==> config.mk <==
export PLATFORM = sky130hd
export DESIGN_NAME = rxq_top
export DESIGN_NICKNAME = d
export VERILOG_FILES = /design/src/rtl/rxq_pkg.sv /design/src/rtl/rxq_deframer.sv /design/src/rtl/rxq_fifo.sv /design/src/rtl/rxq_top.sv
export SDC_FILE = /design/constraint.sdc
export NUM_CORES = 1
export LEC_CHECK = 0
export BUFFER_PORTS_ARGS = -buffer_cell sky130_fd_sc_hd__buf_2
export CAP_MARGIN = 20
export CORE_UTILIZATION = 30
export CTS_BUF_LIST = sky130_fd_sc_hd__clkbuf_16
export DETAILED_ROUTE_END_ITERATION = 10
export PLACE_DENSITY = 0.53
export SKIP_CTS_REPAIR_TIMING = 1
export SYNTH_ARGS = -nofsm -noshare
export SYNTH_HDL_FRONTEND = slang
export SYNTH_SLANG_ARGS = --single-unit
==> constraint.sdc <==
create_clock -name clk -period 5.3 [get_ports clk]
set_input_delay 0.265 -clock clk [delete_from_list [all_inputs] [get_ports clk]]
set_output_delay 0.265 -clock clk [all_outputs]
set_load 0.05 [all_outputs]
==> src/rtl/rxq_pkg.sv <==
package rxq_pkg;
   localparam int CHAR_W = 8;

   typedef enum logic [2:0] {
      ST_IDLE, ST_START, ST_DATA, ST_PAR, ST_STOP1, ST_STOP2, ST_BRKWAIT
   } rxq_state_e;

   typedef struct packed {
      logic [CHAR_W-1:0] data;
      logic              ferr;
      logic              perr;
   } rxq_entry_t;
endpackage

==> src/rtl/rxq_deframer.sv <==
module rxq_deframer
   import rxq_pkg::*;
#(
   parameter int SYNC_STAGES = 2
) (
   input  logic       clk,
   input  logic       rst_n,
   input  logic       tick,
   input  logic       rx,
   input  logic       os8_mode,
   input  logic       char7,
   input  logic       par_en,
   input  logic       par_odd,
   input  logic       two_stop,
   output logic       push,
   output rxq_entry_t push_entry,
   output logic       brk_set
);
   localparam int CNT_W = 4;
   localparam int IDX_W = $clog2(CHAR_W);

   if (SYNC_STAGES > 4) begin : g_bad_sync
      $error("rxq_deframer: SYNC_STAGES must not exceed 4");
   end

   // input synchronizer; SYNC_STAGES = 0 passes the line straight through
   logic [SYNC_STAGES:0] chain;
   assign chain[0] = rx;
   for (genvar i = 0; i < SYNC_STAGES; i++) begin : g_sync
      always_ff @(posedge clk or negedge rst_n) begin
         if (!rst_n) chain[i+1] <= 1'b1;
         else        chain[i+1] <= chain[i];
      end
   end
   logic rx_s;
   assign rx_s = chain[SYNC_STAGES];

   rxq_state_e        st;
   logic [CNT_W-1:0]  cnt;
   logic [IDX_W-1:0]  bidx;
   logic [CHAR_W-1:0] shreg;
   logic              par_bit;
   logic              any_high;
   logic              stop_bad;

   logic [CNT_W-1:0]  os_last, half_last;
   logic [IDX_W-1:0]  last_bit;
   logic              bit_mid;
   logic              perr_calc;

   assign os_last   = os8_mode ? CNT_W'(7) : CNT_W'(15);
   assign half_last = os8_mode ? CNT_W'(3) : CNT_W'(7);
   assign last_bit  = char7 ? IDX_W'(CHAR_W-2) : IDX_W'(CHAR_W-1);
   assign bit_mid   = (cnt == os_last);
   assign perr_calc = par_en && ((^shreg ^ par_bit) != par_odd);

   always_ff @(posedge clk or negedge rst_n) begin
      if (!rst_n) begin
         st         <= ST_IDLE;
         cnt        <= '0;
         bidx       <= '0;
         shreg      <= '0;
         par_bit    <= 1'b0;
         any_high   <= 1'b0;
         stop_bad   <= 1'b0;
         push       <= 1'b0;
         push_entry <= '0;
         brk_set    <= 1'b0;
      end else begin
         push    <= 1'b0;
         brk_set <= 1'b0;
         if (tick) begin
            case (st)
               ST_IDLE: begin
                  if (!rx_s) begin
                     st  <= ST_START;
                     cnt <= '0;
                  end
               end
               ST_START: begin
                  if (cnt == half_last) begin
                     cnt <= '0;
                     if (!rx_s) begin
                        st       <= ST_DATA;
                        bidx     <= '0;
                        shreg    <= '0;
                        par_bit  <= 1'b0;
                        any_high <= 1'b0;
                        stop_bad <= 1'b0;
                     end else begin
                        st <= ST_IDLE;
                     end
                  end else begin
                     cnt <= cnt + CNT_W'(1);
                  end
               end
               ST_DATA: begin
                  if (bit_mid) begin
                     cnt         <= '0;
                     shreg[bidx] <= rx_s;
                     any_high    <= any_high | rx_s;
                     if (bidx == last_bit) st <= par_en ? ST_PAR : ST_STOP1;
                     else                  bidx <= bidx + IDX_W'(1);
                  end else begin
                     cnt <= cnt + CNT_W'(1);
                  end
               end
               ST_PAR: begin
                  if (bit_mid) begin
                     cnt      <= '0;
                     par_bit  <= rx_s;
                     any_high <= any_high | rx_s;
                     st       <= ST_STOP1;
                  end else begin
                     cnt <= cnt + CNT_W'(1);
                  end
               end
               ST_STOP1: begin
                  if (bit_mid) begin
                     cnt <= '0;
                     if (!rx_s && !any_high) begin
                        brk_set <= 1'b1;
                        st      <= ST_BRKWAIT;
                     end else if (two_stop) begin
                        stop_bad <= !rx_s;
                        st       <= ST_STOP2;
                     end else begin
                        push       <= 1'b1;
                        push_entry <= '{data: shreg, ferr: !rx_s, perr: perr_calc};
                        st         <= ST_IDLE;
                     end
                  end else begin
                     cnt <= cnt + CNT_W'(1);
                  end
               end
               ST_STOP2: begin
                  if (bit_mid) begin
                     cnt        <= '0;
                     push       <= 1'b1;
                     push_entry <= '{data: shreg, ferr: stop_bad | !rx_s, perr: perr_calc};
                     st         <= ST_IDLE;
                  end else begin
                     cnt <= cnt + CNT_W'(1);
                  end
               end
               ST_BRKWAIT: begin
                  if (rx_s) st <= ST_IDLE;
               end
               default: st <= ST_IDLE;
            endcase
         end
      end
   end

   AST_START_QUAL: assert property (@(posedge clk) disable iff (!rst_n)
      (st == ST_DATA && $past(st) == ST_START) |-> !$past(rx_s));
   AST_BRK_EXIT_HIGH: assert property (@(posedge clk) disable iff (!rst_n)
      ($past(st) == ST_BRKWAIT && st != ST_BRKWAIT) |-> $past(rx_s));
   AST_BRK_NO_ENTRY: assert property (@(posedge clk) disable iff (!rst_n)
      brk_set |=> !push);
endmodule

==> src/rtl/rxq_fifo.sv <==
module rxq_fifo
   import rxq_pkg::*;
#(
   parameter int DEPTH = 16
) (
   input  logic                       clk,
   input  logic                       rst_n,
   input  logic                       push,
   input  rxq_entry_t                 push_entry,
   input  logic                       pop,
   output rxq_entry_t                 head,
   output logic [$clog2(DEPTH+1)-1:0] count,
   output logic                       full,
   output logic                       empty,
   output logic                       drop
);
   localparam int AW = $clog2(DEPTH);
   localparam int CW = $clog2(DEPTH+1);

   if (DEPTH < 2 || (1 << AW) != DEPTH) begin : g_bad_depth
      $error("rxq_fifo: DEPTH must be a power of two of at least 2");
   end

   rxq_entry_t    mem [DEPTH];
   logic [AW-1:0] wr_ptr, rd_ptr;
   logic          wr, rd;

   assign full  = (count == CW'(DEPTH));
   assign empty = (count == '0);
   assign wr    = push && !full;
   assign rd    = pop && !empty;
   assign drop  = push && full;
   assign head  = mem[rd_ptr];

   always_ff @(posedge clk) begin
      if (wr) mem[wr_ptr] <= push_entry;
   end

   always_ff @(posedge clk or negedge rst_n) begin
      if (!rst_n) begin
         wr_ptr <= '0;
         rd_ptr <= '0;
         count  <= '0;
      end else begin
         if (wr) wr_ptr <= wr_ptr + AW'(1);
         if (rd) rd_ptr <= rd_ptr + AW'(1);
         count <= count + CW'(wr) - CW'(rd);
      end
   end

   AST_COUNT_BOUND: assert property (@(posedge clk) disable iff (!rst_n)
      count <= CW'(DEPTH));
   AST_POP_EMPTY: assert property (@(posedge clk) disable iff (!rst_n)
      (empty && pop && !push) |=> (count == '0));
   AST_FULL_HOLD: assert property (@(posedge clk) disable iff (!rst_n)
      (full && push && !pop) |=> (full && $stable(rd_ptr)));
endmodule

==> src/rtl/rxq_top.sv <==
module rxq_top
   import rxq_pkg::*;
#(
   parameter int DEPTH       = 16,
   parameter int RTS_LEVEL   = 14,
   parameter int SYNC_STAGES = 2
) (
   input  logic                       clk,
   input  logic                       rst_n,
   input  logic                       tick,
   input  logic                       os8_mode,
   input  logic                       char7,
   input  logic                       par_en,
   input  logic                       par_odd,
   input  logic                       two_stop,
   input  logic                       rx,
   input  logic                       rd_pop,
   input  logic                       ovr_clear,
   input  logic                       brk_clear,
   output logic [CHAR_W-1:0]          rd_data,
   output logic                       rd_ferr,
   output logic                       rd_perr,
   output logic [$clog2(DEPTH+1)-1:0] rx_count,
   output logic                       data_ready,
   output logic                       fifo_full,
   output logic                       overrun,
   output logic                       brk,
   output logic                       rts_n
);
   localparam int CW = $clog2(DEPTH+1);

   if (RTS_LEVEL < 1 || RTS_LEVEL > DEPTH) begin : g_bad_rts
      $error("rxq_top: RTS_LEVEL must lie in 1..DEPTH");
   end

   logic       push, brk_set, empty, full, drop;
   rxq_entry_t push_entry, head;

   rxq_deframer #(.SYNC_STAGES(SYNC_STAGES)) u_deframer (
      .clk(clk), .rst_n(rst_n), .tick(tick), .rx(rx),
      .os8_mode(os8_mode), .char7(char7), .par_en(par_en),
      .par_odd(par_odd), .two_stop(two_stop),
      .push(push), .push_entry(push_entry), .brk_set(brk_set)
   );

   rxq_fifo #(.DEPTH(DEPTH)) u_fifo (
      .clk(clk), .rst_n(rst_n), .push(push), .push_entry(push_entry),
      .pop(rd_pop), .head(head), .count(rx_count),
      .full(full), .empty(empty), .drop(drop)
   );

   always_ff @(posedge clk or negedge rst_n) begin
      if (!rst_n) begin
         overrun <= 1'b0;
         brk     <= 1'b0;
      end else begin
         if (drop)           overrun <= 1'b1;
         else if (ovr_clear) overrun <= 1'b0;
         if (brk_set)        brk <= 1'b1;
         else if (brk_clear) brk <= 1'b0;
      end
   end

   assign rd_data    = head.data;
   assign rd_ferr    = head.ferr;
   assign rd_perr    = head.perr;
   assign data_ready = !empty;
   assign fifo_full  = full;
   assign rts_n      = (rx_count >= CW'(RTS_LEVEL));

   AST_OVR_STICKY: assert property (@(posedge clk) disable iff (!rst_n)
      (overrun && !ovr_clear) |=> overrun);
   AST_BRK_STICKY: assert property (@(posedge clk) disable iff (!rst_n)
      (brk && !brk_clear) |=> brk);
   AST_FULL_FLAG: assert property (@(posedge clk) disable iff (!rst_n)
      fifo_full |-> data_ready);
endmodule

==> results.sh <==
export IMPL_status="finished clean"
export IMPL_hold_depth=3
export IMPL_cp_end_kind="output port"
export IMPL_whs_ps=28.6
export IMPL_h_tree_depth=1
export IMPL_ys_flop_type="edfxtp_1"
export IMPL_wl_per_cell_um=19.5
export IMPL_io_buffer_count=31
export IMPL_hold_viol=0
export IMPL_start_util_pct=30.7
export IMPL_crit_arrival_ps=3250
export IMPL_synth_cell_types=48
export IMPL_drive_gt1_share_pct=24.5
export IMPL_power_leakage_nw=3.64
export IMPL_antenna_cells=0
export IMPL_setup_viol_count_final=0
export IMPL_cts_root_buf="clkbuf_16"
export IMPL_vdd_drop_max_uv=225
export IMPL_synthToLayoutAreaGrowth_pct=15.3
export IMPL_met1_usage_pct=18.4
export IMPL_first_pass_iters=4
export IMPL_postRouteAntennaNets=0
export IMPL_drt_first_iter_violations=294
export IMPL_ioPinCount=32
export IMPL_cts_buffer_depth=3
export IMPL_clk_latency_ps=520
export IMPL_grt_ovfl_total=0
export IMPL_layout_common_cells="edfxtp_1, mux4_2, dfrtp_1"
export IMPL_vias=4735
export IMPL_syn_area_per_cell_um2=16.6
export IMPL_grt_pass1_wl_um=29900
export IMPL_required_ps=5040
export IMPL_layout_nets=610
export IMPL_p_per_area_mw_per_mm2=461
export IMPL_dp_hpwl_um=12600
export IMPL_core_mm2=0.0289
export IMPL_fillers=2717
export IMPL_postRouteWirelength_um=19100
export IMPL_grtUsageTotal_pct=13.1
export IMPL_busiest_layer="met2"
export IMPL_dieArea_mm2=0.0303
export IMPL_final_period_utilization_pct=66.3
export IMPL_rsz0062_at_grt="false"
export IMPL_cts_sinks=210
export IMPL_p_total_w=0.00473
export IMPL_fin_tns_setup_ps=0
export IMPL_die_h_um=174
export IMPL_max_slew_margin_pct=31.2
export IMPL_seq_area_frac_synth_pct=68.1
export IMPL_tritoncts="built"
export IMPL_worst_pin_slew_ps=1030
export IMPL_critical_path_class="reg -> out"
export IMPL_max_cap_viol_count=0
export IMPL_globalRouteMet3Util_pct=2.34
export IMPL_grt_use_met2_pct=20.6
export IMPL_fin_skew_ps=28.2
export IMPL_start_kind="flip-flop"
export IMPL_dpl_cell_count=936
export IMPL_antenna_found_initial=0
export IMPL_hold_class="in -> reg"
export IMPL_fmax_mhz=284
export IMPL_cp_max_fo=26
export IMPL_place_congestion=0.836
export IMPL_rows=62
export IMPL_slew_viol_final=0
export IMPL_final_common_cell="edfxtp_1"
export IMPL_ys_warn_count=0
export IMPL_register_area_mm2=0.00606
export IMPL_grt_pass1_vias=4875
export IMPL_syn_area_mm2=0.00889
export IMPL_cts_clk_slew_worst_paths_ps=60
export IMPL_viasPerCell=4.83
export IMPL_synth_seq_cells=210
export IMPL_synth_cells=535
export IMPL_route_detailed_drc=0
export IMPL_synth_edff_count=160
export IMPL_reg2reg_depth=6
export IMPL_fin_cells=981
export IMPL_cts_buffers=22
export IMPL_grt_max_degree=51
export IMPL_min_period_ps=3520
export IMPL_fp_dieW_um=174
export IMPL_multi_input_area_mm2=0.00263
export IMPL_syn_nets=564
export IMPL_ys_async_sr_fraction_pct=23.8
## routing by layer
layer | routed length [um] | vias up | part of all wire, %
met4 | 476 | 0 | 2.5
li1 | - | 2153 | -
met2 | 8910 | 124 | 47
met1 | 8670 | 2431 | 45
met5 | 0 | - | 0
met3 | 1050 | 27 | 5.5
## path summary, 6_finish.rpt
kind,startpoint,end,slack (ps)
max in group asynchronous,rst_n,u_fifo.rd_ptr[0],4400
worst min register to register,u_deframer.chain[1],u_deframer.rx_s,360
min in group asynchronous,rst_n,u_deframer.st[1],430
worst max-delay path,u_fifo.rd_ptr[0],rd_data[3],1780
worst min-delay path,brk_clear,brk,30
worst max register to register,u_fifo.count[2],u_fifo.mem[15][3],2440
## metrics by stage
stage               utilization [%]  instance area [um^2]  worst slack [ps]
finish                         35.5                 10300              1780
global route                   35.5                 10300              1550
CTS                            35.3                 10200              1660
detailed placement             32.9                  9510              2220
global placement               32.8                  9490              2240
floorplan                         -                  8890              2010
## cells by family after synthesis
family | count (synthesis) | synth area share, %
compound gates | 63 | 4.70
xor+xnor | 22 | 2.17
fa+ha+maj | 17 | 2.48
buf+inv | 48 | 2.34
flops | 210 | 68.1
mux | 62 | 14.2
simple gates | 113 | 6.05
## critical path, stage by stage, from the launching register on
cell,delay [ps]
dfrtp_2,960
buf_4,480
mux4_2,560
mux4_2,480
buf_2,230
## state kept, by name (all words and copies together), names as in the netlist, 3 cells and up
signal                 cells
u_fifo.mem               160
u_deframer.push_entry     10
u_deframer.shreg           8
u_fifo.count               5
u_deframer.cnt             4
u_fifo.rd_ptr              4
u_fifo.wr_ptr              4
u_deframer.bidx            3
u_deframer.st              3
## power by group
part,leakage (nW),total [W],switching (W),internal [W]
Combinational,1.18,0.00119,0.000676,0.000512
Clock,0.352,0.00149,0.000631,0.000857
Sequential,2.10,0.00205,0.000206,0.00185
## Yosys cell counts (all sizes together) (2+ instances only)
library cell / n / area share (%)
nand3: 7 / 0.39
a21o: 4 / 0.34
clkbuf: 14 / 0.59
ha: 16 / 2.3
nor2: 28 / 1.3
o211ai: 3 / 0.25
and3: 3 / 0.21
nor4: 3 / 0.21
a21oi: 13 / 0.73
and2: 2 / 0.14
xnor2: 19 / 1.9
inv: 21 / 0.89
a22oi: 3 / 0.25
edfxtp: 160 / 54
xor2: 3 / 0.30
nand2: 39 / 1.6
nor3: 8 / 0.45
dfrtp: 48 / 14
mux4: 50 / 13
o21ai: 19 / 1.1
nor2b: 9 / 0.63
a31oi: 2 / 0.14
a22o: 4 / 0.39
nand2b: 5 / 0.35
o31ai: 4 / 0.34
o32ai: 2 / 0.20
mux2: 11 / 1.4
dfstp: 2 / 0.59
nand4: 4 / 0.28
o41ai: 2 / 0.20
o22a: 2 / 0.20
buf: 13 / 0.86
## layout make-up
class | instances | area share, %
well taps | 384 | 4.68
flip-flops and latches | 210 | 59.1
clock inverters | 18 | 1.45
multi-input cells | 277 | 25.6
clock buffers | 22 | 5.37
inverters | 21 | 0.768
repair buffers | 49 | 3.04
Note: power is estimated with default switching activity, not from simulation.
